<file path="config.mk">
export PLATFORM = sky130hd
export DESIGN_NAME = stall_pipe_ctrl
export DESIGN_NICKNAME = d
export VERILOG_FILES = /design/src/rtl/stall_pipe_pkg.sv /design/src/rtl/stall_pipe_vld_chain.sv /design/src/rtl/stall_pipe_flow.sv /design/src/rtl/stall_pipe_ctrl.sv
export SDC_FILE = /design/constraint.sdc
export NUM_CORES = 1
export LEC_CHECK = 0
export ABC_AREA = 0
export BUFFER_PORTS_ARGS = -buffer_cell sky130_fd_sc_hd__buf_2
export CAP_MARGIN = 20
export CELL_PAD_IN_SITES_DETAIL_PLACEMENT = 1
export CELL_PAD_IN_SITES_GLOBAL_PLACEMENT = 1
export CORE_AREA = 3 3 40 42
export CTS_CLUSTER_DIAMETER = 200
export DETAILED_ROUTE_END_ITERATION = 6
export DIE_AREA = 0 0 43 45
export PLACE_DENSITY = 0.42
export REMOVE_ABC_BUFFERS = 1
export SYNTH_ARGS = -nofsm -noshare
export SYNTH_HDL_FRONTEND = slang
export SYNTH_HIERARCHICAL = 1
export SYNTH_SLANG_ARGS = --single-unit
</file>
<file path="constraint.sdc">
create_clock -name clk -period 1.7 [get_ports clk]
set_input_delay 0.17 -clock clk [delete_from_list [all_inputs] [get_ports clk]]
set_output_delay 0.17 -clock clk [all_outputs]
set_load 0.02 [all_outputs]
</file>
<file path="src/rtl/stall_pipe_pkg.sv">
// Package: stall_pipe_pkg
// Shared helpers for the shared-enable pipeline flow controller.
// Assumes nothing beyond IEEE 1800-2017 synthesizable constructs.
package stall_pipe_pkg;

    // Translate the raw reset pin into an "is active" flag for a given polarity.
    function automatic logic reset_asserted(input logic rst_pin, input bit active_low);
        return active_low ? ~rst_pin : rst_pin;
    endfunction

    // Smallest legal stage count.
    localparam int MIN_STAGES = 1;

endpackage

</file>
<file path="src/rtl/stall_pipe_vld_chain.sv">
// Module: stall_pipe_vld_chain
// Holds one occupancy flag per pipeline stage. On a clock edge with
// shift_en high, stage 0 captures load_bit and each later stage takes the
// flag of its predecessor; otherwise all flags hold.
// Assumes: synchronous reset (rst_act already polarity-resolved).
module stall_pipe_vld_chain #(
    parameter int STAGES = 3
) (
    input  logic              clk,
    input  logic              rst_act,
    input  logic              shift_en,
    input  logic              load_bit,
    output logic [STAGES-1:0] vld_q
);
    localparam int LAST = STAGES - 1;

    generate
        for (genvar s = 0; s < STAGES; s++) begin : g_stage
            logic src;
            logic flag_q;

            if (s == 0) begin : g_head
                // Stage 0 is fed from the upstream valid.
                assign src = load_bit;
            end else begin : g_body
                // Later stages are fed from the previous stage.
                assign src = vld_q[s-1];
            end

            // Per-stage flag: clear on reset, move on shift, else hold.
            always_ff @(posedge clk) begin
                if (rst_act) begin
                    flag_q <= 1'b0;
                end else if (shift_en) begin
                    flag_q <= src;
                end
            end

            assign vld_q[s] = flag_q;
        end
    endgenerate

    // Elaboration-time sanity on depth.
    initial begin
        if (LAST < 0) $error("stall_pipe_vld_chain: STAGES must be at least 1");
    end
endmodule

</file>
<file path="src/rtl/stall_pipe_flow.sv">
// Module: stall_pipe_flow
// Combinational flow decision: the pipe may move when its tail is empty or
// the consumer takes the tail item; chip enable gates both the move and the
// visible downstream valid, so a frozen pipe never hands out an item.
// Assumes: tail_vld comes straight from the last occupancy flag.
module stall_pipe_flow (
    input  logic ce,
    input  logic tail_vld,
    input  logic dn_ready,
    output logic move,
    output logic dn_valid
);
    logic room;

    // Room exists when nothing sits at the tail or it leaves this cycle.
    always_comb begin
        room     = ~tail_vld | dn_ready;
        move     = room & ce;
        dn_valid = tail_vld & ce;
    end
endmodule

</file>
<file path="src/rtl/stall_pipe_ctrl.sv">
// Module: stall_pipe_ctrl (top)
// Flow controller for an external pipeline whose stage registers share one
// enable. Tracks stage occupancy only; drives the shared enable, which is
// also returned upstream as ready.
// Assumes: external stage registers load only when enable is high and all
// move together; reset is synchronous.
module stall_pipe_ctrl #(
    parameter int STAGES         = 3,
    parameter bit RST_ACTIVE_LOW = 1'b1
) (
    input  logic clk,
    input  logic rst_n,
    input  logic ce,
    input  logic up_valid,
    output logic up_ready,
    output logic dn_valid,
    input  logic dn_ready,
    output logic enable
);
    import stall_pipe_pkg::*;

    localparam int LAST = STAGES - 1;

    logic              rst_act;
    logic [STAGES-1:0] vld_q;
    logic              move;

    // Resolve reset polarity once for the whole block.
    assign rst_act = reset_asserted(rst_n, RST_ACTIVE_LOW);

    stall_pipe_vld_chain #(
        .STAGES(STAGES)
    ) chain_i (
        .clk      (clk),
        .rst_act  (rst_act),
        .shift_en (move),
        .load_bit (up_valid),
        .vld_q    (vld_q)
    );

    stall_pipe_flow flow_i (
        .ce       (ce),
        .tail_vld (vld_q[LAST]),
        .dn_ready (dn_ready),
        .move     (move),
        .dn_valid (dn_valid)
    );

    // Shared enable doubles as upstream ready.
    assign enable   = move;
    assign up_ready = move;
endmodule

</file>
==> impl_metrics.yaml <==
die:
  die_area_um2: 1935
  die_w_um: 43
  core.rowCount: 13
  start_util_pct: 10.71
  io_pins: 8
  core_um2: 1285
  die_h_um: 45
clocking:
  htree_levels: 1
  cts_made_buffers: 3
  clkTransAtPathRegs_ns: 0.03
  post_cts.repair.setup_buffers: 0
  insertion_delay_ns: 0.23
  cts_sinks: 3
  root_buffer: "clkbuf_4"
  cts_resized: 0
  cts_hold_buf: 0
  clk_path_buf_depth: 2
  cts_tree: "built"
route:
  wl_per_cell_um: 7.436
  viasPerCell: 3.256
  drt_pass1_iterations: 1
  vias: 127
  drc: 0
  postRouteAntennaNets: 0
  wl_um: 290
  drtIter0Drc: 0
timing:
  setup_viol: 0
  fmax_ghz: 0.7408
  tightest_slew_ns: 0.4703
  fin_ws_ns: 0.3501
  finalHoldViolCount: 0
  finalSetupTns_ns: 0
  period_needed_ns: 1.350
  slew_violations: 0
  slew_headroom_pct: 68.58
  fin_skew_ns: 0.001456
  timing.final.crit_share_pct: 79.41
  rsz0062_at_grt: "no"
setup_path:
  critPathLaunchType: "flip-flop"
  worstPathRequired_ns: 1.53
  arrival_ns: 1.18
  crit_fanout: 5
  reg2reg_depth: 3
  end_kind: "output pin"
  crit_type: "flip-flop to output pin"
global_routing:
  grt_start_max_net_pins: 6
  antenna_found_initial: 0
  grt_overflow: 0
  grt_pass1_wl_um: 489
  grt_pass1_vias: 127
  gr-usage-all-layers_pct: 4.073
run:
  max_cap_viol_count: 0
power_and_ir_drop:
  worst_ir_drop_vdd_uv: 202.6
  finalPower_uw: 217.5
  leakage_nw: 0.1077
  power.density_nw_per_um2: 1073
synth:
  syn-cell-area_um2: 137.6
  synth_cells: 15
  avgSynthCellArea_um2: 9.175
  synth_warnings: 6
cells_and_area:
  antenna_cells: 0
  multi_input_area_um2: 55.05
  largestRegisters: "chain_i/g_stage.flag_q x3"
  top_register: "chain_i/g_stage.flag_q"
  area_delta_synth_final_pct: 47.27
  largest_reg_flops: 3
  final_net_count: 30
  seqCellArea_um2: 60.06
  num-fill-cells: 158
  drive_above_1_share_pct: 41.67
place:
  io_buffers: 7
  dpl_worst_slack_ns: 0.5764
  place.gp.congestion: 0.6317
worst_hold_path:
  hold_depth: 3
  hp-class: "input pin to flip-flop"
status:
  status: "finished, final reports clean"
==> metal layers <==
| metal | GRT usage [%] | vias to the layer above | wire, um |
|---|---|---|---|
| li1 | - | 64 | - |
| met1 | 3.357 | 56 | 124 |
| met2 | 4.790 | 7 | 127 |
| met3 | 2.789 | 0 | 38 |
| met4 | 7.229 | 0 | 0 |
| met5 | 0 | - | 0 |
==> cell usage in the layout, fill, tap and decap left out <==
cell and count:
clkbuf_1 1, inv_1 2, nor2_1 3, and2_1 1
dfxtp_1 3, mux2i_1 3, a21boi_1 1, buf_2 7
clkbuf_4 3
==> power by group <==
| group | internal [mW] | total, mW | switching, mW | leakage, nW |
|---|---|---|---|---|
| Combinational | 0.00954 | 0.0208 | 0.0113 | 0.0683 |
| Clock | 0.0878 | 0.122 | 0.0341 | 0.0150 |
| Sequential | 0.0735 | 0.0748 | 0.00129 | 0.0245 |
| Total | 0.171 | 0.217 | 0.0467 | 0.108 |
==> final timing paths <==
path | startpoint | to | slack (ns)
max | chain_i/g_stage[2].flag_q | enable | 0.35
max reg2reg | chain_i/g_stage[2].flag_q | chain_i/g_stage[1].flag_q | 0.57
min | up_valid | chain_i/g_stage[0].flag_q | 0.19
min reg2reg | chain_i/g_stage[1].flag_q | chain_i/g_stage[2].flag_q | 0.49
==> metrics by stage <==
stage          instances  instance area, um2  hold WS (ns)  utilization (%)
2_1_floorplan         13               122.6        0.3172                -
3_3_place_gp          35               176.4        0.4142            13.73
3_5_place_dp          35               176.4        0.4232            13.73
4_1_cts               39               202.7        0.1848            15.77
5_1_grt               39               202.7        0.2045            15.77
6_report              39               202.7        0.1881            15.77
==> layout make-up <==
type | count | area share, %
clock buffers | 4 | 12.96
inverters | 2 | 3.704
multi-input cells | 8 | 27.16
flip-flops and latches | 3 | 29.63
well taps | 15 | 9.259
repair buffers | 7 | 17.28
==> worst max-delay path, cell delays in order (launching register included) <==
cell and delay (ns):
dfxtp_1 0.31, a21boi_1 0.38, buf_2 0.25
Note: power is estimated with default switching activity, not from simulation.
